`src/rtl/unlock_cmd_pkg.sv`:
```
package unlock_cmd_pkg;

    localparam int DATA_W = 8;
    localparam int CMP_W  = 15;

    localparam logic [CMP_W-1:0] KEY_ADDR_A = 15'h5555;
    localparam logic [CMP_W-1:0] KEY_ADDR_B = 15'h2AAA;

    localparam logic [DATA_W-1:0] KEY_BYTE_A  = 8'hAA;
    localparam logic [DATA_W-1:0] KEY_BYTE_B  = 8'h55;
    localparam logic [DATA_W-1:0] CMD_LOAD    = 8'hA0;
    localparam logic [DATA_W-1:0] CMD_EXTEND  = 8'h80;
    localparam logic [DATA_W-1:0] CMD_ID_EXIT = 8'hF0;
    localparam logic [DATA_W-1:0] CMD_UNPROT  = 8'h20;
    localparam logic [DATA_W-1:0] CMD_ERASE   = 8'h10;
    localparam logic [DATA_W-1:0] CMD_ID_ENTR = 8'h60;

    localparam logic [DATA_W-1:0] ID_VENDOR = 8'hDA;
    localparam logic [DATA_W-1:0] ID_DEVICE = 8'hC1;

    typedef enum logic [2:0] {
        S_IDLE = 3'd0,
        S_KEY1 = 3'd1,
        S_KEY2 = 3'd2,
        S_EXT3 = 3'd3,
        S_EXT4 = 3'd4,
        S_EXT5 = 3'd5,
        S_LOAD = 3'd6
    } seq_state_t;

endpackage

```
`src/rtl/unlock_seq_fsm.sv`:
```
module unlock_seq_fsm
    import unlock_cmd_pkg::*;
#(
    parameter int ADDR_W   = 17,
    parameter int LOAD_GAP = 37500
) (
    input  logic              clk,
    input  logic              rst_n,
    input  logic              wr_en,
    input  logic [ADDR_W-1:0] wr_addr,
    input  logic [DATA_W-1:0] wr_data,
    input  logic              prot_on,
    input  logic              erase_busy,
    output logic              fwd_we,
    output logic [ADDR_W-1:0] fwd_addr,
    output logic [DATA_W-1:0] fwd_data,
    output logic              load_open,
    output logic              set_prot,
    output logic              clr_prot,
    output logic              set_id,
    output logic              clr_id,
    output logic              erase_go
);

    localparam int GAP_W = (LOAD_GAP > 1) ? $clog2(LOAD_GAP + 1) : 1;
    localparam logic [GAP_W-1:0] GAP_LAST = GAP_W'(LOAD_GAP - 1);

    seq_state_t       state_q, state_d;
    logic [GAP_W-1:0] gap_q, gap_d;
    logic             fwd_c;

    logic [CMP_W-1:0] cmp_addr;
    logic             at_a, at_b, is_first, is_second;
    seq_state_t       restart_state;
    logic             restart_fwd;

    assign cmp_addr  = wr_addr[CMP_W-1:0];
    assign at_a      = (cmp_addr == KEY_ADDR_A);
    assign at_b      = (cmp_addr == KEY_ADDR_B);
    assign is_first  = at_a && (wr_data == KEY_BYTE_A);
    assign is_second = at_b && (wr_data == KEY_BYTE_B);

    // A write that breaks a sequence is judged as if it came in IDLE.
    assign restart_state = is_first ? S_KEY1 : S_IDLE;
    assign restart_fwd   = !is_first && !prot_on;

    always_comb begin
        state_d  = state_q;
        gap_d    = gap_q;
        fwd_c    = 1'b0;
        set_prot = 1'b0;
        clr_prot = 1'b0;
        set_id   = 1'b0;
        clr_id   = 1'b0;
        erase_go = 1'b0;
        if (!erase_busy) begin
            unique case (state_q)
                S_IDLE: begin
                    if (wr_en) begin
                        state_d = restart_state;
                        fwd_c   = restart_fwd;
                    end
                end
                S_KEY1: begin
                    if (wr_en) begin
                        if (is_second) begin
                            state_d = S_KEY2;
                        end else begin
                            state_d = restart_state;
                            fwd_c   = restart_fwd;
                        end
                    end
                end
                S_KEY2: begin
                    if (wr_en) begin
                        if (at_a && wr_data == CMD_LOAD) begin
                            state_d  = S_LOAD;
                            gap_d    = '0;
                            set_prot = 1'b1;
                        end else if (at_a && wr_data == CMD_EXTEND) begin
                            state_d = S_EXT3;
                        end else if (at_a && wr_data == CMD_ID_EXIT) begin
                            state_d = S_IDLE;
                            clr_id  = 1'b1;
                        end else begin
                            state_d = restart_state;
                            fwd_c   = restart_fwd;
                        end
                    end
                end
                S_EXT3: begin
                    if (wr_en) begin
                        if (is_first) begin
                            state_d = S_EXT4;
                        end else begin
                            state_d = restart_state;
                            fwd_c   = restart_fwd;
                        end
                    end
                end
                S_EXT4: begin
                    if (wr_en) begin
                        if (is_second) begin
                            state_d = S_EXT5;
                        end else begin
                            state_d = restart_state;
                            fwd_c   = restart_fwd;
                        end
                    end
                end
                S_EXT5: begin
                    if (wr_en) begin
                        if (at_a && wr_data == CMD_UNPROT) begin
                            state_d  = S_IDLE;
                            clr_prot = 1'b1;
                        end else if (at_a && wr_data == CMD_ERASE) begin
                            state_d  = S_IDLE;
                            erase_go = 1'b1;
                        end else if (at_a && wr_data == CMD_ID_ENTR) begin
                            state_d = S_IDLE;
                            set_id  = 1'b1;
                        end else begin
                            state_d = restart_state;
                            fwd_c   = restart_fwd;
                        end
                    end
                end
                S_LOAD: begin
                    if (wr_en) begin
                        fwd_c = 1'b1;
                        gap_d = '0;
                    end else if (gap_q == GAP_LAST) begin
                        state_d = S_IDLE;
                        gap_d   = '0;
                    end else begin
                        gap_d = gap_q + 1'b1;
                    end
                end
                default: state_d = S_IDLE;
            endcase
        end
    end

    // State register
    always_ff @(posedge clk or negedge rst_n) begin
        if (!rst_n) begin
            state_q <= S_IDLE;
            gap_q   <= '0;
        end else begin
            state_q <= state_d;
            gap_q   <= gap_d;
        end
    end

    // Output register
    always_ff @(posedge clk or negedge rst_n) begin
        if (!rst_n) begin
            fwd_we   <= 1'b0;
            fwd_addr <= '0;
            fwd_data <= '0;
        end else begin
            fwd_we <= fwd_c;
            if (fwd_c) begin
                fwd_addr <= wr_addr;
                fwd_data <= wr_data;
            end
        end
    end

    assign load_open = (state_q == S_LOAD);

endmodule

```
`src/rtl/unlock_mode_flags.sv`:
```
module unlock_mode_flags (
    input  logic clk,
    input  logic por_n,
    input  logic id_rst_n,
    input  logic set_prot,
    input  logic clr_prot,
    input  logic set_id,
    input  logic clr_id,
    output logic prot_on,
    output logic id_mode
);

    // Protect flag: only power-on reset touches it.
    always_ff @(posedge clk or negedge por_n) begin
        if (!por_n) begin
            prot_on <= 1'b1;
        end else if (set_prot) begin
            prot_on <= 1'b1;
        end else if (clr_prot) begin
            prot_on <= 1'b0;
        end
    end

    always_ff @(posedge clk or negedge id_rst_n) begin
        if (!id_rst_n) begin
            id_mode <= 1'b0;
        end else if (set_id) begin
            id_mode <= 1'b1;
        end else if (clr_id) begin
            id_mode <= 1'b0;
        end
    end

endmodule

```
`src/rtl/unlock_erase_timer.sv`:
```
module unlock_erase_timer #(
    parameter int ERASE_CYCLES = 6250000
) (
    input  logic clk,
    input  logic rst_n,
    input  logic erase_go,
    output logic erase_start,
    output logic erase_busy
);

    localparam int CNT_W = (ERASE_CYCLES > 1) ? $clog2(ERASE_CYCLES + 1) : 1;
    localparam logic [CNT_W-1:0] CNT_LOAD = CNT_W'(ERASE_CYCLES - 1);

    logic [CNT_W-1:0] left_q;

    always_ff @(posedge clk or negedge rst_n) begin
        if (!rst_n) begin
            erase_busy  <= 1'b0;
            erase_start <= 1'b0;
            left_q      <= '0;
        end else begin
            erase_start <= erase_go;
            if (erase_go) begin
                erase_busy <= 1'b1;
                left_q     <= CNT_LOAD;
            end else if (erase_busy) begin
                if (left_q == '0) begin
                    erase_busy <= 1'b0;
                end else begin
                    left_q <= left_q - 1'b1;
                end
            end
        end
    end

endmodule

```
`src/rtl/unlock_id_read.sv`:
```
module unlock_id_read
    import unlock_cmd_pkg::*;
#(
    parameter int ADDR_W = 17
) (
    input  logic              clk,
    input  logic              rst_n,
    input  logic              rd_en,
    input  logic [ADDR_W-1:0] rd_addr,
    input  logic [DATA_W-1:0] arr_rd_data,
    input  logic              id_mode,
    output logic              rd_valid,
    output logic [DATA_W-1:0] rd_data
);

    localparam logic [ADDR_W-1:0] ID_ADDR_VENDOR = '0;
    localparam logic [ADDR_W-1:0] ID_ADDR_DEVICE = ADDR_W'(1);

    logic [DATA_W-1:0] pick;

    always_comb begin
        pick = arr_rd_data;
        if (id_mode && rd_addr == ID_ADDR_VENDOR) begin
            pick = ID_VENDOR;
        end else if (id_mode && rd_addr == ID_ADDR_DEVICE) begin
            pick = ID_DEVICE;
        end
    end

    always_ff @(posedge clk or negedge rst_n) begin
        if (!rst_n) begin
            rd_valid <= 1'b0;
            rd_data  <= '0;
        end else begin
            rd_valid <= rd_en;
            if (rd_en) begin
                rd_data <= pick;
            end
        end
    end

endmodule

```
`src/rtl/unlock_cmd_decoder.sv`:
```
module unlock_cmd_decoder
    import unlock_cmd_pkg::*;
#(
    parameter int ADDR_W       = 17,
    parameter int LOAD_GAP     = 37500,
    parameter int ERASE_CYCLES = 6250000
) (
    input  logic              clk,
    input  logic              rst_n,
    input  logic              por_n,
    input  logic              wr_en,
    input  logic [ADDR_W-1:0] wr_addr,
    input  logic [7:0]        wr_data,
    input  logic              rd_en,
    input  logic [ADDR_W-1:0] rd_addr,
    input  logic [7:0]        arr_rd_data,
    output logic              arr_we,
    output logic [ADDR_W-1:0] arr_addr,
    output logic [7:0]        arr_data,
    output logic              rd_valid,
    output logic [7:0]        rd_data,
    output logic              prot_on,
    output logic              id_mode,
    output logic              load_open,
    output logic              erase_start,
    output logic              erase_busy
);

    logic set_prot, clr_prot, set_id, clr_id, erase_go;
    logic core_rst_n;

    // Power-on reset also resets everything the soft reset covers.
    assign core_rst_n = rst_n & por_n;

    unlock_seq_fsm #(
        .ADDR_W   (ADDR_W),
        .LOAD_GAP (LOAD_GAP)
    ) u_fsm (
        .clk        (clk),
        .rst_n      (core_rst_n),
        .wr_en      (wr_en),
        .wr_addr    (wr_addr),
        .wr_data    (wr_data),
        .prot_on    (prot_on),
        .erase_busy (erase_busy),
        .fwd_we     (arr_we),
        .fwd_addr   (arr_addr),
        .fwd_data   (arr_data),
        .load_open  (load_open),
        .set_prot   (set_prot),
        .clr_prot   (clr_prot),
        .set_id     (set_id),
        .clr_id     (clr_id),
        .erase_go   (erase_go)
    );

    unlock_mode_flags u_flags (
        .clk      (clk),
        .por_n    (por_n),
        .id_rst_n (core_rst_n),
        .set_prot (set_prot),
        .clr_prot (clr_prot),
        .set_id   (set_id),
        .clr_id   (clr_id),
        .prot_on  (prot_on),
        .id_mode  (id_mode)
    );

    unlock_erase_timer #(
        .ERASE_CYCLES (ERASE_CYCLES)
    ) u_erase (
        .clk         (clk),
        .rst_n       (core_rst_n),
        .erase_go    (erase_go),
        .erase_start (erase_start),
        .erase_busy  (erase_busy)
    );

    unlock_id_read #(
        .ADDR_W (ADDR_W)
    ) u_read (
        .clk         (clk),
        .rst_n       (core_rst_n),
        .rd_en       (rd_en),
        .rd_addr     (rd_addr),
        .arr_rd_data (arr_rd_data),
        .id_mode     (id_mode),
        .rd_valid    (rd_valid),
        .rd_data     (rd_data)
    );

endmodule

```
`config.mk`:
```
export PLATFORM = sky130hd
export DESIGN_NAME = unlock_cmd_decoder
export DESIGN_NICKNAME = d
export VERILOG_FILES = /design/src/rtl/unlock_cmd_pkg.sv /design/src/rtl/unlock_seq_fsm.sv /design/src/rtl/unlock_mode_flags.sv /design/src/rtl/unlock_erase_timer.sv /design/src/rtl/unlock_id_read.sv /design/src/rtl/unlock_cmd_decoder.sv
export SDC_FILE = /design/constraint.sdc
export NUM_CORES = 1
export LEC_CHECK = 0
export BUFFER_PORTS_ARGS = -buffer_cell sky130_fd_sc_hd__buf_2
export CAP_MARGIN = 20
export CORE_AREA = 3 3 97 108
export CTS_CLUSTER_SIZE = 40
export DETAILED_ROUTE_END_ITERATION = 7
export DIE_AREA = 0 0 100 111
export PLACE_DENSITY = 0.67
export SLEW_MARGIN = 20
export SYNTH_ARGS = -nofsm -noshare
export SYNTH_HDL_FRONTEND = slang
export SYNTH_SLANG_ARGS = --single-unit
```
`constraint.sdc`:
```
create_clock -name clk -period 4.8 [get_ports clk]
set_clock_uncertainty 0.1 [all_clocks]
set_input_delay 0.96 -clock clk [delete_from_list [all_inputs] [get_ports clk]]
set_output_delay 0.96 -clock clk [all_outputs]
set_load 0.02 [all_outputs]
```
# After elaboration in Yosys (flattened, before gate mapping)
# Cells that the tools add are included.
[totals]
latchBits = 0
ram_bits = 0
mem_bits_ro = 0
inputBits = 55
reg_bits = 81
wordCells = 145
memories = 0
[op_classes]
reduce_logical = 24
n_shift = 0
n_mux = 77
order_cmp = 0
bitwise = 2
n_eq_ne = 28
mul = 0
div_mod_pow = 0
add_sub_neg = 2
[op_table]
columns = ["operator", "count"]
rows = [
  ["$mux 23", 3],
  ["$mux 16", 4],
  ["$mux 3", 17],
  ["$mux 1", 48],
  ["$eq 8x8->1 const B", 4],
  ["$pmux 16 s2", 1],
  ["$logic_not 23->1", 1],
  ["$sub 23x1->23 const B", 1],
  ["$pmux 3 s7", 1],
  ["$eq 17x1->1 const B", 1],
  ["$logic_not 17->1", 1],
  ["$add 16x1->16 const B", 1],
  ["$eq 16x16->1 const B", 1],
  ["$eq 8x7->1 const B", 2],
  ["$mux 8", 2],
  ["$eq 15x14->1 const B", 1],
  ["$eq 15x15->1 const B", 1],
  ["$ne 2x2->1 const B", 7],
  ["$logic_and 1x1->1", 11],
  ["$eq 3x3->1 const B", 3],
  ["$reduce_and 9->1", 1],
  ["$eq 8x5->1 const B", 1],
  ["$eq 8x6->1 const B", 1],
  ["$reduce_bool 2->1", 4],
  ["other kinds (11)", 15],
]

# Longest topological paths before layout
[depth]
depth_word = 10
depth_mapped = 9

# Modules after synthesis
# From an unflattened synthesis, not the netlist that was laid out.
[hier_totals]
cells_unflattened = 546
area_unflattened_um2 = 5220.0
[by_module_without_submodules]
columns = ["module", "cells_per_inst", "area_each_um2", "n_inst"]
rows = [
  ["unlock_seq_fsm", 342, 3194.3, 1],
  ["unlock_erase_timer", 149, 1483.9, 1],
  ["unlock_id_read", 48, 461.7, 1],
  ["unlock_mode_flags", 6, 73.8, 1],
  ["unlock_cmd_decoder", 1, 6.3, 1],
]

# Least setup slack after synthesis
# No wires, ideal clock.
[synth_path]
path_kind = "in2reg"
from = "in wr_addr[3]"
to = "reg u_fsm.fwd_addr[11]"
required_ps = 4572
arrival_ps = 2952
cell_stages = 8
setup_time_ps = 128
n_path_buf = 2
slack_ps = 1621
path_cell_list = "or4bb_1 > nor4_4 > nand3_1 > o311ai_1 > or3_1 > buf_4 > buf_6 > mux2_1"
[synth_via]
elab_chain_len = 10
elab_cells_between_ends = 27
classes_between = "2 x eq/ne; 15 x mux; 10 x reduce/logical"
[synth_rtl]
columns = ["element", "line", "rtl"]
rows = [
  ["start: declaration", "unlock_cmd_decoder.sv:12", "input logic [ADDR_W-1:0] wr_addr,"],
  ["$eq 15x15->1", "unlock_seq_fsm.sv:38", "assign at_a = (cmp_addr == KEY_ADDR_A);"],
  ["$logic_and 1x1->1", "unlock_seq_fsm.sv:40", "assign is_first = at_a && (wr_data == KEY_BYTE_A);"],
  ["$logic_not 1->1", "unlock_seq_fsm.sv:45", "assign restart_fwd = !is_first && !prot_on;"],
  ["$logic_and 1x1->1", "unlock_seq_fsm.sv:45", ""],
  ["$mux 1 (on tied branches)", "unlock_seq_fsm.sv:119, unlock_seq_fsm.sv:82", ""],
  ["$mux 1 (on tied branches)", "unlock_seq_fsm.sv:116, unlock_seq_fsm.sv:80", ""],
  ["$mux 1 (on tied branches)", "unlock_seq_fsm.sv:113, unlock_seq_fsm.sv:76", ""],
  ["$mux 1 (on tied branches)", "unlock_seq_fsm.sv:112, unlock_seq_fsm.sv:75", ""],
  ["$pmux 1 s6 *", "unlock_seq_fsm.sv:57", "unique case (state_q)"],
  ["$mux 1 *", "unlock_seq_fsm.sv:56", "if (!erase_busy) begin"],
  ["end signal: assignment", "unlock_seq_fsm.sv:164", "fwd_addr <= wr_addr;"],
  ["end: declaration", "unlock_seq_fsm.sv:15", "output logic [ADDR_W-1:0] fwd_addr,"],
]
# Mark *: on every way between the ends. The rest lies on a longest branch, timed or not.
# A chain may end at the register's enable or synchronous reset.

# Final worst setup path
[layout_path]
from = "in wr_addr[2]"
to = "reg u_fsm.fwd_data[0]"
[layout_via]
elab_chain_len = 10
elab_cells_between_ends = 27
classes_between = "2 x eq/ne; 15 x mux; 10 x reduce/logical"
[layout_rtl]
columns = ["element", "line", "rtl"]
rows = [
  ["$eq 15x15->1", "unlock_seq_fsm.sv:38", ""],
  ["$logic_and 1x1->1", "unlock_seq_fsm.sv:40", ""],
  ["$logic_not 1->1", "unlock_seq_fsm.sv:45", ""],
  ["$logic_and 1x1->1", "unlock_seq_fsm.sv:45", ""],
  ["$mux 1 (on tied branches)", "unlock_seq_fsm.sv:119, unlock_seq_fsm.sv:82", ""],
  ["$mux 1 (on tied branches)", "unlock_seq_fsm.sv:116, unlock_seq_fsm.sv:80", ""],
  ["$mux 1 (on tied branches)", "unlock_seq_fsm.sv:113, unlock_seq_fsm.sv:76", ""],
  ["$mux 1 (on tied branches)", "unlock_seq_fsm.sv:112, unlock_seq_fsm.sv:75", ""],
  ["$pmux 1 s6 *", "unlock_seq_fsm.sv:57", ""],
  ["$mux 1 *", "unlock_seq_fsm.sv:56", ""],
  ["end signal: assignment", "unlock_seq_fsm.sv:165", "fwd_data <= wr_data;"],
  ["end: declaration", "unlock_seq_fsm.sv:16", "output logic [DATA_W-1:0] fwd_data,"],
]
# Marked as above.

==> run_results.csv <==
group,metric,value,unit
synth,ys.flop_type,"dfrtp_1",
synth,synth.distinct_cells,61,
critical_path,crit_family,"simple AND/OR/NAND/NOR gates",
clock_network,h-tree-depth,3,
critical_path,crit_chain,"buf_2, or4b_1, nor4_1, o2111ai_1, o311ai_1, or3_1, buf_4, mux2_1",
synth,synth-seq-cells,81,
critical_path,worstPathArrival,3.59,ns
critical_path,critPathKind,"input port to flip-flop",
floorplanning,ioPinCount,95,
sta,tns,0,ns
critical_path,crit_buf_inv,2,
sta,rsz0062_at_grt,"false",
global_routing,grt_util_all_layers,0.1802,
critical_path,cp.depth,8,
hold_path,hold_class,"flip-flop to flip-flop",
critical_path,worstRegToRegCells,6,
floorplanning,fp.dieArea,11100,sq um
critical_path,crit_path_end,"u_fsm.fwd_data[0]$_DFFE_PN0P_",
critical_path,worst_setup_path_end_kind,"flip-flop",
clock_network,numCtsBuffers,9,
power_and_ir_drop,ir_drop,0.1529,mV
sta,report.final.setup_viol,0,
clock_network,clkSinkCount,81,
run_status,status,"finished, final reports clean",
clock_network,clk_latency,0.35,ns
global_routing,antenna_found_initial,0,
routing,wl,9573,um
sta,worst_hold_slack,0.3690,ns
sta,finalCritPeriodShare,0.7202,
clock_network,path_clk_slew,0.08,ns
cells_and_area,drive_gt1_frac,0.2404,
synth,syn_nets,490,
clock_network,cts_root_buf,"clkbuf_8",
floorplanning,core,9398,sq um
global_routing,grt_overflow_total,0,
synth,async_flop_share,1.000,
cells_and_area,fin_nets,573,
critical_path,crit_path_max_fanout,15,
power_and_ir_drop,total_power,1.274,mW
cells_and_area,fillers,830,
clock_network,cts_tree,"yes",
sta,relSlewSlack,0.5372,
clock_network,cts_resized,0,
placed_design,dp_hpwl,6929,um
synth,ys_seq_area_frac,0.4782,
sta,worst_slew_pin_slew,0.6879,ns
routing,first_pass_iters,4,
cells_and_area,final_common_cell,"buf_2",
routing,first_iter_violations,173,
floorplanning,initial_core_util,0.4513,
hold_path,hold_depth,1,
synth,synth_edf_count,0,
placed_design,portBuffers,94,
sta,drv_slew,0,
clock_network,clockBufferDepth,2,
floorplanning,die_h,111,um
synth,ys_warn_count,0,
critical_path,cpMaxStageDelayCell,"nor4_1",
routing,wl_per_cell,15.03,um
critical_path,worst_ep_required_time,4.93,ns
cells_and_area,syn2layout_area_growth,17.26,%
clock_network,hold_buffers,0,
power_and_ir_drop,p_leak,2.264,nW
flow_run,maxCapViolations,0,
cells_and_area,layout_common_cells,"buf_2, dfrtp_1, nor2_1, nand2_1, o21ai_0",
floorplanning,die_w,100,um
critical_path,crit_path_start_kind,"input port",
synth,synthCells,433,
critical_path,rrSetupSlack,1.93,ns
floorplanning,rows,37,
power_and_ir_drop,power_density,256.1,nW/um^2
critical_path,startpoint,"wr_addr[2]",
critical_path,timing.rr.start,"u_erase.left_q[5]$_DFFE_PN0P_",
global_routing,grt_pass1_vias,3529,
routing,via_per_inst,5.595,
routing,route.detailed.drc,0,
placed_design,place.gp.congestion,0.8332,
cells_and_area,insertedDiodeCount,0,
synth,avgSynthCellArea,9.796,sq um
global_routing,grt_pass1_wl,16650,um
sta,min_period,3.457,ns
sta,max_freq,0.2893,GHz
critical_path,reg2reg_to,"u_erase.left_q[1]$_DFFE_PN0P_",
sta,hold_viol_final,0,
cells_and_area,utilization,0.5292,
routing,postRouteAntennaNets,0,
clock_network,postCtsSetupBuffers,0,
routing,num_vias,3564,
synth,netlist_area,4242,sq um
global_routing,grt_max_degree,81,
critical_path,slowest_delay,0.54,ns
## synth_stat cells, types with 7 or more instances
cell type  number  share of area
a31oi_1         7          0.010
dfrtp_1        80           0.47
inv_1           9         0.0080
o31ai_1         9          0.016
nor2_1         40          0.035
o21ai_0        32          0.038
nor3_1         16          0.019
mux2_1         23          0.061
nor4_1          8          0.012
nand3_1        21          0.025
clkbuf_1       18          0.016
nand4_1         8          0.012
xnor2_1        11          0.023
nand2_1        36          0.032
a21oi_1        17          0.020
## how the worst min path moves through the flow
stage                           startpoint                           to  slack, ns
3_5_place_dp   u_fsm.gap_q[15]$_DFFE_PN0P_  u_fsm.gap_q[15]$_DFFE_PN0P_       0.36
3_3_place_gp   u_fsm.gap_q[15]$_DFFE_PN0P_  u_fsm.gap_q[15]$_DFFE_PN0P_       0.35
4_1_cts        u_fsm.gap_q[15]$_DFFE_PN0P_  u_fsm.gap_q[15]$_DFFE_PN0P_       0.37
5_1_grt        u_fsm.gap_q[15]$_DFFE_PN0P_  u_fsm.gap_q[15]$_DFFE_PN0P_       0.39
6_report       u_fsm.gap_q[15]$_DFFE_PN0P_  u_fsm.gap_q[15]$_DFFE_PN0P_       0.37
2_1_floorplan  u_fsm.gap_q[15]$_DFFE_PN0P_  u_fsm.gap_q[15]$_DFFE_PN0P_       0.33
## metrics by stage
step	area, sq um	worst slack, ns	cells
detailed placement	4751	0.9613	621
finish	4974	1.343	637
global placement	4751	1.032	621
global route	4974	1.137	637
CTS	4946	1.361	636
floorplan	4242	1.251	433
## report_power, final
| part | leakage [nW] | internal, mW | switching [mW] | total, mW |
|---|---|---|---|---|
| Sequential | 1.03 | 0.688 | 0.00300 | 0.691 |
| Combinational | 1.14 | 0.0313 | 0.0480 | 0.0793 |
| Clock | 0.102 | 0.265 | 0.238 | 0.503 |
## area by class of cell
class                           instances  area (sq um)  area share
Multi-Input combinational cell        319          2064      0.4151
Sequential cell                        81          2028      0.4078
Timing Repair Buffer                   96         505.5      0.1016
Clock buffer                           12         155.1     0.03120
Tap cell                              117         146.4     0.02943
Clock inverter                          3         40.04    0.008050
Inverter                                9         33.78    0.006792
## sequential cells by signal (all words and copies together) (netlist names)
register / flops
u_erase.erase_busy: 1
u_erase.erase_start: 1
u_erase.left_q: 23
u_flags.id_mode: 1
u_flags.prot_on: 1
u_fsm.fwd_addr: 17
u_fsm.fwd_data: 8
u_fsm.fwd_we: 1
u_fsm.gap_q: 16
u_fsm.state_q: 3
u_read.rd_data: 8
u_read.rd_valid: 1
## kinds of logic after synthesis
family / synth area share
simple gates: 0.2646
flops: 0.4782
compound gates: 0.1091
buf+inv: 0.03569
mux: 0.07139
xor+xnor: 0.03510
fa+ha+maj: 0.005899
## routing by layer
metal | vias up | routed length (um) | share of wire | track usage
met5 | - | 0 | 0 | 0
met4 | 0 | 158 | 0.017 | 0.07188
li1 | 1742 | - | - | -
met2 | 80 | 4522 | 0.47 | 0.2781
met3 | 13 | 511 | 0.053 | 0.03650
met1 | 1729 | 4381 | 0.46 | 0.2475
(Power assumes the default switching activity.)
